===== config.mk =====
export PLATFORM = sky130hd
export DESIGN_NAME = refclk_gen
export DESIGN_NICKNAME = d
export VERILOG_FILES = /design/src/rtl/refclk_pkg.sv /design/src/rtl/refclk_regs.sv /design/src/rtl/refclk_srcsel.sv /design/src/rtl/refclk_fracdiv.sv /design/src/rtl/refclk_gen.sv
export SDC_FILE = /design/constraint.sdc
export NUM_CORES = 1
export LEC_CHECK = 0
export ABC_AREA = 1
export BUFFER_PORTS_ARGS = -buffer_cell sky130_fd_sc_hd__buf_4
export CORE_ASPECT_RATIO = 1.4
export CORE_UTILIZATION = 57
export DETAILED_ROUTE_END_ITERATION = 7
export PLACE_DENSITY = 0.84
export SLEW_MARGIN = 20
export SYNTH_ARGS = -nofsm -noshare
export SYNTH_HDL_FRONTEND = slang
export SYNTH_SLANG_ARGS = --single-unit

===== constraint.sdc =====
create_clock -name clk -period 4.5 [get_ports clk]
set_input_delay 0 -clock clk [delete_from_list [all_inputs] [get_ports clk]]
set_output_delay 0 -clock clk [all_outputs]
set_load 0.01 [all_outputs]

===== src/rtl/refclk_pkg.sv =====
package refclk_pkg;
  localparam int DATA_W   = 32;
  localparam int SEL_W    = 4;
  localparam int SEL_LSB  = 0;
  localparam int ACT_BIT  = 8;
  localparam int SW_BIT   = 9;
  localparam int OE_BIT   = 12;
  localparam int RUN_BIT  = 15;
  localparam int N_W      = 15;
  localparam int N_LSB    = 16;
  localparam int M_W      = 9;
  localparam int M_LSB    = 23;
  localparam int CTRL_OFS = 0;
  localparam int TRIM_OFS = 16;
endpackage


===== src/rtl/refclk_regs.sv =====
module refclk_regs
  import refclk_pkg::*;
#(
  parameter int AW = 5
) (
  input  logic              clk,
  input  logic              rst,
  input  logic              wr_en,
  input  logic [AW-1:0]     wr_addr,
  input  logic [DATA_W-1:0] wr_data,
  input  logic [AW-1:0]     rd_addr,
  input  logic              load_done,
  output logic [DATA_W-1:0] rd_data,
  output logic [SEL_W-1:0]  sel,
  output logic              run,
  output logic              oe,
  output logic              active,
  output logic              sw_req,
  output logic [N_W-1:0]    n_shadow,
  output logic [M_W-1:0]    m_shadow
);
  logic ctrl_wr, trim_wr;
  logic [DATA_W-1:0] ctrl_word, trim_word;

  assign ctrl_wr = wr_en && (wr_addr == AW'(CTRL_OFS));
  assign trim_wr = wr_en && (wr_addr == AW'(TRIM_OFS));

  always_ff @(posedge clk) begin
    if (rst) begin
      sel      <= '0;
      run      <= 1'b0;
      oe       <= 1'b0;
      active   <= 1'b0;
      sw_req   <= 1'b0;
      n_shadow <= '0;
      m_shadow <= '0;
    end else begin
      active <= run;
      if (ctrl_wr) begin
        if (!active) sel <= wr_data[SEL_LSB +: SEL_W];
        oe       <= wr_data[OE_BIT];
        run      <= wr_data[RUN_BIT];
        n_shadow <= wr_data[N_LSB +: N_W];
      end
      if (trim_wr) m_shadow <= wr_data[M_LSB +: M_W];
      if (ctrl_wr && wr_data[SW_BIT]) sw_req <= 1'b1;
      else if (load_done)             sw_req <= 1'b0;
    end
  end

  always_comb begin
    ctrl_word = '0;
    ctrl_word[SEL_LSB +: SEL_W] = sel;
    ctrl_word[ACT_BIT]          = active;
    ctrl_word[SW_BIT]           = sw_req;
    ctrl_word[OE_BIT]           = oe;
    ctrl_word[RUN_BIT]          = run;
    ctrl_word[N_LSB +: N_W]     = n_shadow;
    trim_word = '0;
    trim_word[M_LSB +: M_W]     = m_shadow;
  end

  always_ff @(posedge clk) begin
    if (rst) begin
      rd_data <= '0;
    end else if (rd_addr == AW'(CTRL_OFS)) begin
      rd_data <= ctrl_word;
    end else if (rd_addr == AW'(TRIM_OFS)) begin
      rd_data <= trim_word;
    end else begin
      rd_data <= '0;
    end
  end
endmodule


===== src/rtl/refclk_srcsel.sv =====
module refclk_srcsel #(
  parameter int NSRC  = 16,
  parameter int SEL_W = 4
) (
  input  logic             clk,
  input  logic             rst,
  input  logic [NSRC-1:0]  src_clk,
  input  logic [SEL_W-1:0] sel,
  output logic             src_lvl,
  output logic             src_rise
);
  logic [NSRC-1:0] meta_q;
  logic [NSRC-1:0] sync_q;
  logic            prev_q;

  for (genvar i = 0; i < NSRC; i++) begin : g_sync
    always_ff @(posedge clk) begin
      if (rst) begin
        meta_q[i] <= 1'b0;
        sync_q[i] <= 1'b0;
      end else begin
        meta_q[i] <= src_clk[i];
        sync_q[i] <= meta_q[i];
      end
    end
  end

  always_comb begin
    src_lvl = 1'b0;
    for (int i = 0; i < NSRC; i++) begin
      if (int'(sel) == i) src_lvl = sync_q[i];
    end
  end

  always_ff @(posedge clk) begin
    if (rst) prev_q <= 1'b0;
    else     prev_q <= src_lvl;
  end

  assign src_rise = src_lvl && !prev_q;
endmodule


===== src/rtl/refclk_fracdiv.sv =====
module refclk_fracdiv #(
  parameter int N_W = 15,
  parameter int M_W = 9
) (
  input  logic           clk,
  input  logic           rst,
  input  logic           run,
  input  logic           oe,
  input  logic           src_lvl,
  input  logic           src_rise,
  input  logic [N_W-1:0] n_shadow,
  input  logic [M_W-1:0] m_shadow,
  input  logic           load_req,
  output logic           load_done,
  output logic           ref_q,
  output logic [N_W-1:0] n_run,
  output logic [N_W-1:0] cnt_q
);
  localparam int CW = N_W + 1;

  logic [M_W-1:0] m_run, acc_q;
  logic           extra_q, phase_q;
  logic           div_mode, running, boundary;
  logic [CW-1:0]  target, cnt_nxt;
  logic [M_W:0]   acc_sum;

  assign div_mode  = (n_run != '0);
  assign running   = run && div_mode;
  assign target    = {1'b0, n_run} + CW'(extra_q);
  assign cnt_nxt   = {1'b0, cnt_q} + CW'(1);
  assign boundary  = running && src_rise && (cnt_nxt >= target);
  assign load_done = load_req && (boundary || !running);
  assign acc_sum   = {1'b0, acc_q} + {1'b0, m_run};

  always_ff @(posedge clk) begin
    if (rst) begin
      n_run   <= '0;
      m_run   <= '0;
      acc_q   <= '0;
      extra_q <= 1'b0;
      cnt_q   <= '0;
    end else if (load_done) begin
      n_run   <= n_shadow;
      m_run   <= m_shadow;
      acc_q   <= '0;
      extra_q <= 1'b0;
      cnt_q   <= '0;
    end else if (!running) begin
      acc_q   <= '0;
      extra_q <= 1'b0;
      cnt_q   <= '0;
    end else if (boundary) begin
      acc_q   <= acc_sum[M_W-1:0];
      extra_q <= acc_sum[M_W];
      cnt_q   <= '0;
    end else if (src_rise) begin
      cnt_q   <= cnt_nxt[N_W-1:0];
    end
  end

  always_ff @(posedge clk) begin
    if (rst) begin
      phase_q <= 1'b0;
      ref_q   <= 1'b0;
    end else begin
      if (!running)     phase_q <= 1'b0;
      else if (boundary) phase_q <= ~phase_q;
      ref_q <= run && oe && (div_mode ? phase_q : src_lvl);
    end
  end
endmodule


===== src/rtl/refclk_gen.sv =====
module refclk_gen
  import refclk_pkg::*;
#(
  parameter int NSRC = 16,
  parameter int AW   = 5
) (
  input  logic              clk,
  input  logic              rst,
  input  logic [NSRC-1:0]   src_clk,
  input  logic              wr_en,
  input  logic [AW-1:0]     wr_addr,
  input  logic [DATA_W-1:0] wr_data,
  input  logic [AW-1:0]     rd_addr,
  output logic [DATA_W-1:0] rd_data,
  output logic              ref_out
);
  logic [SEL_W-1:0] sel;
  logic             run, oe, active, sw_req, load_done;
  logic [N_W-1:0]   n_shadow, n_run, cnt_q;
  logic [M_W-1:0]   m_shadow;
  logic             src_lvl, src_rise;

  refclk_regs #(.AW(AW)) u_regs (
    .clk(clk), .rst(rst), .wr_en(wr_en), .wr_addr(wr_addr), .wr_data(wr_data),
    .rd_addr(rd_addr), .load_done(load_done), .rd_data(rd_data), .sel(sel),
    .run(run), .oe(oe), .active(active), .sw_req(sw_req),
    .n_shadow(n_shadow), .m_shadow(m_shadow)
  );

  refclk_srcsel #(.NSRC(NSRC), .SEL_W(SEL_W)) u_src (
    .clk(clk), .rst(rst), .src_clk(src_clk), .sel(sel),
    .src_lvl(src_lvl), .src_rise(src_rise)
  );

  refclk_fracdiv #(.N_W(N_W), .M_W(M_W)) u_div (
    .clk(clk), .rst(rst), .run(run), .oe(oe), .src_lvl(src_lvl),
    .src_rise(src_rise), .n_shadow(n_shadow), .m_shadow(m_shadow),
    .load_req(sw_req), .load_done(load_done), .ref_q(ref_out),
    .n_run(n_run), .cnt_q(cnt_q)
  );
endmodule


==> impl_results.md, run 1 <==
* Status: finished, final reports clean
* Gate Count Post-Synth at 841
* Core area at 0.0109 mm2
* PD cells at 361 mW/mm2
* Post-Syn Area at 0.00642 mm2
* Post-synthesis cell type count at 37
* Routability cong. at 0.871
* Main combinational cell family by area after synthesis: simple AND/OR/NAND/NOR gates
* WL per Instance at 15.0 um
* Post-CTS Resized at 0
* # diodes at 0
* Top post-synthesis cells by area: dfxtp_1 44%, nor2_1 7.8%, inv_1 7.2%, nand2_1 6.4%, a21oi_1 5.6%
* Peak supply drop at 0.312 mV
* Simple-gate area share of the yosys netlist at 21.9%
* GRT Max-Usage Layer: met2
* Most frequent cells in the layout: 140 x dfxtp_1, 134 x nor2_1, 124 x inv_1
* Setup bufs post-CTS at 0
* Period minus WS final at 3.99 ns
* Avg Cell Area, Syn at 7.64 um2
* I/O Pins at 94
* Setup TNS at 0 ns
* Fillcell total at 739
* CP Launch Type: register
* DR DRC count at 0
* Fin. Hold Viols at 0
* Met2 Resource Use GR at 54.5%
* Hold Path Class: input pin to register
* Grt ovf at 0
* Mux contribution to synthesized area at 0%
* Final Cell Area at 0.00807 mm2
* Critical Path AT at 4.29 ns
* Die Wd at 91.7 um
* Placed insts at 1027
* # setup viols final at 0
* Worst slew margin at 32.3%
* Clock buffer depth at 2
* Max Cap Viol at 0
* Type of the worst setup path: register to register
* Pins Over Slew Limit at 0
* P_leak at 3.37 nW
* Xor/xnor share of the synthesized area at 4.50%
* Fin nets at 1039
* Total clock sinks at 140
* Post-synthesis compound-gate area fraction at 12.7%
* RSZ-0062 raised after global routing: false
* H-tree levels at 4
* Final Non-Filler Cells at 1102
* Slew @ Worst Pin at 1.01 ns
* Share of layout cells above drive strength 1 at 14.0%
* TritonCTS clock tree: done
* Die height at 128 um
* Worst skew pair latency at 0.42 ns
* Max Clock Freq at 250 MHz
* HPWL after DPL at 9910 um
* Crit Path Max Fanout at 12
* Post-synth top area share at 43.6%
* Via count at 5924
* Seq. cell area at 0.00280 mm2
* Largest net degree at the start of global routing at 60
* Multi-input combinational cell area at 0.00293 mm2
* Period Utilization, post-route at 88.7%
* Tot GR Track Use at 28.9%
* Die Area at 0.0117 mm2
* Met1 GRT Util at 28.7%
* Crit. End Element: register
* GR Layer Usage met3 at 6.79%
* Vias in the first global route at 5874
* Commonest non-fill, non-tap cell in the layout: dfxtp_1
* Adder-Cell Fraction of Synth Area at 5.76%
* Synth area leader: dfxtp_1
* Number of port buffers at 76
* Area delta synth->final at 25.6%
* Initial DRC Count at 513
* TritonCTS Buffers at 17
* Clock slew at reported path FFs at 0.06 ns
* DRT antenna net count at 0
* Post-synthesis sequential area ratio at 43.6%
* Root Driver: clkbuf_16
* YS warnings at 0
* Starting Density at 58.8%
* Initial antenna violation count at 0
* CP Data Required Time at 4.80 ns
* First-pass GRT wire length at 26400 um
* Drt pass-1 iters at 5
* # rows at 45
* Synth Register Bits at 140
* Total wire length at 16600 um
* DR vias/cell at 5.38
* Final Skew at 0.0107 ns
* DP Area at 0.00699 mm2
==> area by class of cell <==
class / count / share of cell area (%)
Timing Repair Buffer: 126 / 13.1
Tap cell: 141 / 2.19
Sequential cell: 140 / 34.7
Clock inverter: 12 / 2.33
Clock buffer: 19 / 5.49
Multi-Input combinational cell: 538 / 36.3
Inverter: 126 / 5.89
==> worst max-delay path, stage by stage, from the launching register on <==
cell and delay (ns):
dfxtp_1 0.40, ha_1 0.20, nand3_1 0.10, nand3b_1 0.21, nor3b_1 0.31, nand3_1 0.18
nor2_1 0.13, nand2_1 0.10, nor3_1 0.20, nand2_1 0.09, ha_1 0.30, nand2_1 0.05
inv_1 0.06, nand3_1 0.09, nor2_1 0.16, nand2_1 0.07, nand2_1 0.05, a21oi_1 0.10
buf_4 0.24, nor2_1 0.42, buf_4 0.24, nor2_1 0.04, nor2_1 0.09, nor2_1 0.04
==> report_power, final <==
| group | total (mW) | switching [mW] | leakage (nW) | internal (mW) |
|---|---|---|---|---|
| clock network | 1.49 | 0.546 | 0.300 | 0.945 |
| logic | 0.152 | 0.0796 | 1.93 | 0.0720 |
| registers | 1.27 | 0.00742 | 1.14 | 1.26 |
==> metrics by stage <==
stage | total power, mW | utilization (%) | setup slack, ns | hold slack [ns]
final | 2.91 | 73.8 | 0.507 | 0.102
after global routing | 2.98 | 73.8 | 0.0584 | 0.124
after CTS | 2.90 | 73.7 | 0.317 | 0.0943
after detailed placement | 1.41 | 64.0 | 0.435 | 0.208
after global placement | 1.40 | 64.0 | 0.538 | 0.200
after floorplan | 1.36 | - | 1.31 | 0.0809
==> synthesized netlist by cell type (all sizes together) <==
cell,instances
conb,1
nor3b,1
a21boi,1
a211oi,14
or2,3
xnor2,8
nand2,110
o21ai,38
nand3b,2
o21bai,1
nand3,51
buf,32
and2,1
nor3,16
o211ai,2
inv,126
a21oi,72
xor2,25
o32ai,7
clkbuf,13
nand4,11
ha,28
nor2,134
fa,1
dfxtp,140
nor4,3
==> kinds of logic (layout without fill, tap and decap cells) <==
| kind of cell | Yosys count | after routing |
|---|---|---|
| flops | 140 | 140 |
| simple gates | 332 | 332 |
| other cells | 1 | 8 |
| xor+xnor | 33 | 33 |
| buf+inv | 171 | 283 |
| compound gates | 135 | 136 |
| fa+ha+maj | 29 | 29 |
==> layer usage <==
layer / routed length, um / share of wire, % / up-vias
li1: - / - / 2889
met1: 6110 / 37 / 2740
met2: 8900 / 54 / 233
met3: 926 / 5.6 / 62
met4: 633 / 3.8 / 0
met5: 0 / 0 / -
==> path summary, 6_finish.rpt <==
kind,start,to,slack (ns),depth (start not counted)
max,u_div.extra_q,u_div.acc_q[8],0.51,23
min,rst,u_src.meta_q[11],0.10,2
min reg2reg,u_src.meta_q[11],u_src.sync_q[11],0.40,2
max reg2reg,u_div.extra_q,u_div.acc_q[8],0.51,23
==> flip-flops by register name, summed over array words and instances (netlist names), 4 cells and up <==
register	flops
u_div.n_run	15
u_regs.rd_data	24
u_div.cnt_q	15
u_div.m_run	9
u_regs.sel	4
u_regs.n_shadow	15
u_div.acc_q	9
u_src.sync_q	16
u_src.meta_q	16
u_regs.m_shadow	9
==> timing repair <==
item                       in CTS  in global routing
hold buffers                   43                  0
setup endpoints to repair       0                 16
hold endpoints to repair       48                  0
Note: power is estimated with default switching activity, not from simulation.
==> inputs of run 2 (changes only) <==
--- a/config.mk
+++ b/config.mk
@@ -8,9 +8,10 @@
 export ABC_AREA = 1
 export BUFFER_PORTS_ARGS = -buffer_cell sky130_fd_sc_hd__buf_4
 export CORE_ASPECT_RATIO = 1.4
-export CORE_UTILIZATION = 57
+export CORE_UTILIZATION = 52
 export DETAILED_ROUTE_END_ITERATION = 7
-export PLACE_DENSITY = 0.84
+export PLACE_DENSITY = 0.81
+export REMOVE_ABC_BUFFERS = 1
 export SLEW_MARGIN = 20
 export SYNTH_ARGS = -nofsm -noshare
 export SYNTH_HDL_FRONTEND = slang
==> constraint.sdc (replaced) <==
create_clock -name clk -period 3.2 [get_ports clk]
set_input_delay 0 -clock clk [delete_from_list [all_inputs] [get_ports clk]]
set_output_delay 0 -clock clk [all_outputs]
set_load 0.01 [all_outputs]
==> impl_results.md, run 2 (same netlist as run 1, synthesis figures left out) <==
* # diodes at 0 (unchanged)
* Failing checks: design-rule violations, negative setup slack
* TritonCTS Buffers at 17 (unchanged)
* Capture point of the worst reg-to-reg path: u_div.n_run[11]
* Routability cong. at 0.852 (-2.2%)
* Starting Density at 53.8% (-5.0 points)
* Slew @ Worst Pin at 1.00 ns (-0.0144 ns)
* Pins Over Slew Limit at 0 (unchanged)
* DR DRC count at 1 (+1)
* DR vias/cell at 5.74 (+6.8%)
* Hold Path Class: input pin to register
* Type of the worst setup path: register to register
* HPWL after DPL at 9780 um (-1.3%)
* Clock buffer depth at 2 (unchanged)
* Most frequent cells in the layout: 136 x dfxtp_1, 121 x inv_1, 118 x nor2_1
* Crit Path Max Fanout at 7 (-5)
* RSZ-0062 raised after global routing: true
* Most flops, register: u_regs.rd_data
* Share of layout cells above drive strength 1 at 27.4% (+13 points)
* Worst skew pair latency at 0.44 ns (+0.02 ns)
* Fin nets at 1086 (+4.5%)
* Peak supply drop at 0.439 mV (+41%)
* Worst setup margin at -0.741 ns (-1.25 ns)
* TritonCTS clock tree: done
* CP Launch Type: register
* Clock slew at reported path FFs at 0.07 ns (about the same)
* Largest net degree at the start of global routing at 59 (-1.7%)
* Final Cell Area at 0.00903 mm2 (+12%)
* Drt pass-1 iters at 8 (+3)
* Flip-flop count of the largest register, all copies and words added at 24 (unchanged)
* Total wire length at 21800 um (+32%)
* Number of port buffers at 76 (unchanged)
* R2R setup slack at -0.74 ns (-1.25 ns)
* Max Clock Freq at 254 MHz (+1.3%)
* Via count at 6638 (+12%)
* Final Skew at 0.00938 ns (-0.00129 ns)
* Total Power at 3.96 mW (+36%)
* I/O Pins at 94 (unchanged)
* Hold endpoint: u_regs.rd_data[31]
* Max Cap Viol at 0 (unchanged)
* P_leak at 3.75 nW (+11%)
* Crit. End Element: register
* Die Area at 0.0128 mm2 (+9.4%)
* DRT antenna net count at 0 (unchanged)
* Reg2reg start: u_div.n_run[0]
* Die Wd at 95.9 um (+4.6%)
* Root Driver: clkbuf_16
* Area delta synth->final at 40.6%
* Total clock sinks at 140 (unchanged)
* Critical hold path startpoint: rd_addr[0]
* Worst slew margin at 33.2% (+0.96 points)
* H-tree levels at 4 (unchanged)
* Worst hold stages at 4 (+2)
* Tot GR Track Use at 30.2% (+1.3 points)
* Setup TNS at -32.27 ns (-32.27 ns)
* Die height at 134 um (+4.6%)
* Status: finished with violations
* Period minus WS final at 3.94 ns (-0.0518 ns)
* Final Util at 75.7% (+1.8 points)
* Core area at 0.0119 mm2 (+9.3%)
* Crit-path cells: ha_4, nand3_4, nand3b_1, nor3b_2, nand3_2, nor2_4, nand2_4, nor3_2, nand2_1, ha_4, nand2_2, inv_2, nand3_4, nor2_4, nand2_2, nand2_2, a21oi_4, o21bai_4, buf_12, buf_16, a21oi_2, nor2_1
* DP Area at 0.00721 mm2 (+3.1%)
* Grt ovf at 0 (unchanged)
* Slowest stage delay, CP at 0.36 ns (-0.06 ns)
* First-pass GRT wire length at 29600 um (+12%)
* # rows at 47 (+4.4%)
* Biggest regs: u_regs.rd_data x24, u_src.meta_q x16, u_src.sync_q x16
* Initial DRC Count at 654 (+27%)
* FF-to-FF path depth at 22 (-4.3%)
* Period Utilization, post-route at 123% (+34 points)
* Fin. Hold Viols at 0 (unchanged)
* CP Data Required Time at 3.52 ns (-1.28 ns)
* Commonest non-fill, non-tap cell in the layout: dfxtp_1
* WL per Instance at 18.9 um (+25%)
* CP max stage cell: dfxtp_2
* Vias in the first global route at 6381 (+8.6%)
* Initial antenna violation count at 0 (unchanged)
* Critical Path AT at 4.26 ns (-0.03 ns)
* # setup viols final at 51 (+51)
* Cell mode on critical path: nand2_2
* PD cells at 439 mW/mm2 (+22%)
* Fillcell total at 668 (-9.6%)
* Setup slack after placement at -0.190 ns (-0.625 ns)
run 2: critical path: cells and delay by family (launching register included):
family,cells,cell delay (ns)
flops,1,0.36
compound gates,3,0.45
simple gates,14,2.13
buf+inv,3,0.41
fa+ha+maj,2,0.47
run 2: per-layer routing:
layer	track usage (%)	vias to the layer above	wire [um]
li1	-	2976	-
met1	31.5	3100	7470
met2	53.6	418	11100
met3	6.22	144	1650
met4	19.2	0	1570
met5	0	-	0
run 2: per-stage QoR:
step / hold WS (ns) / cells
6_report: 0.152 / 1156
5_1_grt: 0.159 / 1156
4_1_cts: 0.128 / 1146
3_5_place_dp: 0.207 / 1054
3_3_place_gp: 0.201 / 1054
2_1_floorplan: 0.0691 / 803
run 2: worst max path at each step:
| stage | start | endpoint | slack (ns) |
|---|---|---|---|
| after global routing | u_div.n_run[0] | u_div.n_run[11] | -0.92 |
| after global placement | u_div.extra_q | u_div.cnt_q[14] | -0.08 |
| after detailed placement | u_div.n_run[0] | u_div.n_run[4] | -0.19 |
| final | u_div.n_run[0] | u_div.n_run[11] | -0.74 |
| after CTS | u_div.extra_q | u_div.cnt_q[6] | -0.15 |
| after floorplan | u_div.n_run[0] | u_div.acc_q[0] | -1.25 |
run 2: report_power, final:
part | switching (mW) | leakage (nW) | internal, mW
clock | 0.847 | 0.280 | 1.11
sequential | 0.0114 | 1.14 | 1.77
combinational | 0.124 | 2.33 | 0.108
run 2: what timing repair did:
| item | 4_1_cts | 5_1_grt |
|---|---|---|
| cloned | 2 | 3 |
| pin swaps | 23 | 34 |
| setup buffers | 15 | 10 |
| hold endpoints to repair | 48 | 0 |
| resized for setup | 47 | 78 |
| hold buffers | 43 | 0 |
| endpoints found under the setup margin | 51 | 51 |
run 2: cell type report:
type	count	area (um2)	area share, %
Tap cell	147	184	2.04
Clock inverter	14	136	1.51
Timing Repair Buffer	174	1600	17.8
Inverter	126	475	5.26
Multi-Input combinational cell	537	3380	37.5
Clock buffer	18	439	4.86
Sequential cell	140	2810	31.1
==> inputs of run 3 (changes only) <==
--- a/config.mk
+++ b/config.mk
@@ -10,9 +10,10 @@
 export CORE_ASPECT_RATIO = 1.4
 export CORE_UTILIZATION = 52
 export DETAILED_ROUTE_END_ITERATION = 7
-export PLACE_DENSITY = 0.81
+export PLACE_DENSITY = 0.8
 export REMOVE_ABC_BUFFERS = 1
 export SLEW_MARGIN = 20
 export SYNTH_ARGS = -nofsm -noshare
 export SYNTH_HDL_FRONTEND = slang
+export SYNTH_HIERARCHICAL = 1
 export SYNTH_SLANG_ARGS = --single-unit
==> impl_results.md, run 3 <==
* Slowest stage delay, CP at 0.37 ns (about the same)
* Most flops, register: u_regs/rd_data
* TritonCTS Buffers at 17 (unchanged)
* Cell family with most CP delay: simple AND/OR/NAND/NOR gates
* Crit. End Element: register
* Number of port buffers at 76 (unchanged)
* Peak supply drop at 0.400 mV (-8.8%)
* I/O Pins at 94 (unchanged)
* Worst skew pair latency at 0.43 ns (about the same)
* Met2 Resource Use GR at 48.6% (-5.0 points)
* # diodes at 0 (unchanged)
* Post-synth EDFFs at 0 (unchanged)
* Via count at 6474 (-2.5%)
* Placed insts at 1171 (+11%)
* Pins Over Slew Limit at 0 (unchanged)
* Final Non-Filler Cells at 1273 (+10%)
* YS warnings at 6 (+6)
* Root Driver: clkbuf_16
* Vias in the first global route at 5948 (-6.8%)
* Fin. Hold Viols at 0 (unchanged)
* Max Cap Viol at 0 (unchanged)
* Top post-synthesis cells by area: dfxtp_1 41%, nor2_1 10%, inv_1 9.2%, nand2_1 8.9%, ha_1 5.1%
* Met1 GRT Util at 23.8% (-7.7 points)
* TritonCTS clock tree: done
* # rows at 49 (+4.3%)
* Synth area leader: dfxtp_1
* WL per Instance at 13.8 um (-27%)
* Final Skew at 0.0101 ns (+0.000742 ns)
* Total wire length at 17600 um (-19%)
* Clock buffer depth at 2 (unchanged)
* Critical path launch point: u_div/extra_q
* Type of the worst setup path: register to register
* Post-Syn Area at 0.00681 mm2 (+6.0%)
* DRT antenna net count at 0 (unchanged)
* Die Area at 0.0136 mm2 (+5.9%)
* Fin nets at 1197 (+10%)
* Most common cell in the synthesized netlist: nor2_1
* Period Utilization, post-route at 99.1% (-24 points)
* P_leak at 3.93 nW (+5.0%)
* First-pass GRT wire length at 25900 um (-13%)
* Routability cong. at 0.854 (+0.27%)
* Total clock sinks at 140 (unchanged)
* Slew @ Worst Pin at 0.683 ns (-0.318 ns)
* Biggest regs: u_regs/rd_data x24, u_src/meta_q x16, u_src/sync_q x16
* Drt pass-1 iters at 8 (unchanged)
* Commonest non-fill, non-tap cell in the layout: nor2_1
* PD cells at 447 mW/mm2 (+1.8%)
* Critical Path AT at 3.49 ns (-0.77 ns)
* Synth Register Bits at 140 (unchanged)
* GRT Max-Usage Layer: met2
* Crit-path cells: ha_4, nand3_2, or2_4, nor3_4, nand2_2, nor2_4, nand3_2, nand3b_1, ha_4, nand4_1, nor3_2, nand2_1, nand2_2, nand2_4, nand2_8, buf_6, nand3_1, nand2_1, nor2_1
* Tot GR Track Use at 24.4% (-5.8 points)
* # setup viols final at 0 (-100%)
* Die height at 137 um (+2.9%)
* Largest net degree at the start of global routing at 51 (-14%)
* CP Launch Type: register
* Post-synthesis sequential area ratio at 41.1% (-2.5 points)
* Share of layout cells above drive strength 1 at 16.9% (-10 points)
* CP Data Required Time at 3.52 ns (about the same)
* Period minus WS final at 3.17 ns (-0.769 ns)
* Flip-flop count of the largest register, all copies and words added at 24 (unchanged)
* Initial DRC Count at 424 (-35%)
* Ys async rst share at 0% (unchanged)
* Core area at 0.0128 mm2 (+7.3%)
* Post-synthesis cell type count at 45 (+22%)
* Crit Path Max Fanout at 7 (unchanged)
* DR DRC count at 2 (+1)
* H-tree levels at 4 (unchanged)
* Worst hold slack at 0.0662 ns (-0.0860 ns)
* WP buf/inv at 1 (-2)
* Starting Density at 53.2% (-0.65 points)
* Total Power at 3.99 mW (+0.68%)
* Reg2reg start: u_div/extra_q
* DP Area at 0.00744 mm2 (+3.2%)
* Failing checks: design-rule violations
* Post-synth top area share at 41.1% (-2.5 points)
* Fillcell total at 870 (+30%)
* CP max stage cell: dfxtp_2
* Synth top cells by count: 190 x nor2_1, 167 x inv_1, 162 x nand2_1
* Max Clock Freq at 315 MHz (+24%)
* Gate Count Post-Synth at 965 (+15%)
* HPWL after DPL at 9830 um (+0.56%)
* Die Wd at 98.7 um (+2.9%)
* Critical hold path startpoint: wr_addr[3]
* Final Cell Area at 0.00893 mm2 (-1.1%)
* Worst setup margin at 0.0286 ns (+0.769 ns)
* Setup slack after placement at 0.0594 ns (+0.249 ns)
* Initial antenna violation count at 0 (unchanged)
* Most used DFF post-synth: dfxtp_1
* DR vias/cell at 5.09 (-11%)
* Most frequent cells in the layout: 186 x nor2_1, 165 x inv_1, 158 x nand2_1
* GR Layer Usage met3 at 5.33% (-0.89 points)
* Avg Cell Area, Syn at 7.06 um2 (-7.6%)
* Grt ovf at 0 (unchanged)
* Status: finished with violations
* Worst slew margin at 54.4% (+21 points)
* Clock slew at reported path FFs at 0.07 ns (about the same)
* Hold Path Class: input pin to register
* Area delta synth->final at 31.1%
* RSZ-0062 raised after global routing: true
run 3: changes by cell type in the layout (fill, tap and decap cells not counted), moves of 20 or more:
cell     change
buf_4       -29
nand2_1     +63
nand3_2     -20
nor2_1      +68
nand3_1     +33
inv_1       +44
run 3: layout make-up:
| type | count | area (um2) | area share, % |
|---|---|---|---|
| flip-flops and latches | 140 | 2810 | 31.4 |
| clock buffers | 17 | 425 | 4.76 |
| multi-input cells | 620 | 3280 | 36.7 |
| repair buffers | 156 | 1400 | 15.7 |
| inverters | 172 | 648 | 7.26 |
| well taps | 153 | 191 | 2.14 |
| clock inverters | 15 | 174 | 1.95 |
run 3: cells by family after synthesis:
logic type / after synthesis / synth area share (%)
other cells: 1 / 0.0550
flops: 140 / 41.1
simple gates: 454 / 28.8
xor+xnor: 26 / 3.34
fa+ha+maj: 29 / 5.44
compound gates: 103 / 8.15
buf+inv: 212 / 13.1
run 3: metal layers:
metal  wire, um  share of wire (%)
met4        567                3.2
met1       6570                 37
met5          0                  0
met2       9570                 54
met3        918                5.2
run 3: worst paths after layout:
check / depth (start not counted) / endpoint / slack [ns]
max: 19 / u_div/n_run[11] / 0.03
max reg2reg: 19 / u_div/n_run[11] / 0.03
min reg2reg: 2 / u_src/sync_q[6] / 0.40
min: 6 / u_regs/sw_req / 0.07
run 3: where the power goes:
group	internal [mW]	total, mW	switching [mW]
clock	1.05	1.95	0.900
combinational	0.128	0.253	0.125
sequential	1.77	1.78	0.0137
total	2.95	3.99	1.04
run 3: worst register-to-register path: cells and delay by family (launching register included):
kind	cells	cell delay, ns
adder cells (fa/ha/maj)	2	0.47
AND/OR/NAND/NOR	16	2.08
buffers and inverters	1	0.13
flip-flops	1	0.37
run 3: timing repair:
item                                    in CTS  in global routing
gates resized for setup                      3                 44
gates cloned                                 0                  5
buffers inserted                             0                  5
hold buffers                                60                  0
endpoints found under the hold margin       66                  0
endpoints found under the setup margin       4                 51
pin swaps                                    0                 11
run 3: through the flow:
stage	util [%]	TNS (ns)
after detailed placement	58.1	0
after global routing	69.7	-3.17
after floorplan	-	-0.577
after CTS	67.5	0
after global placement	58.1	0
final	69.7	0
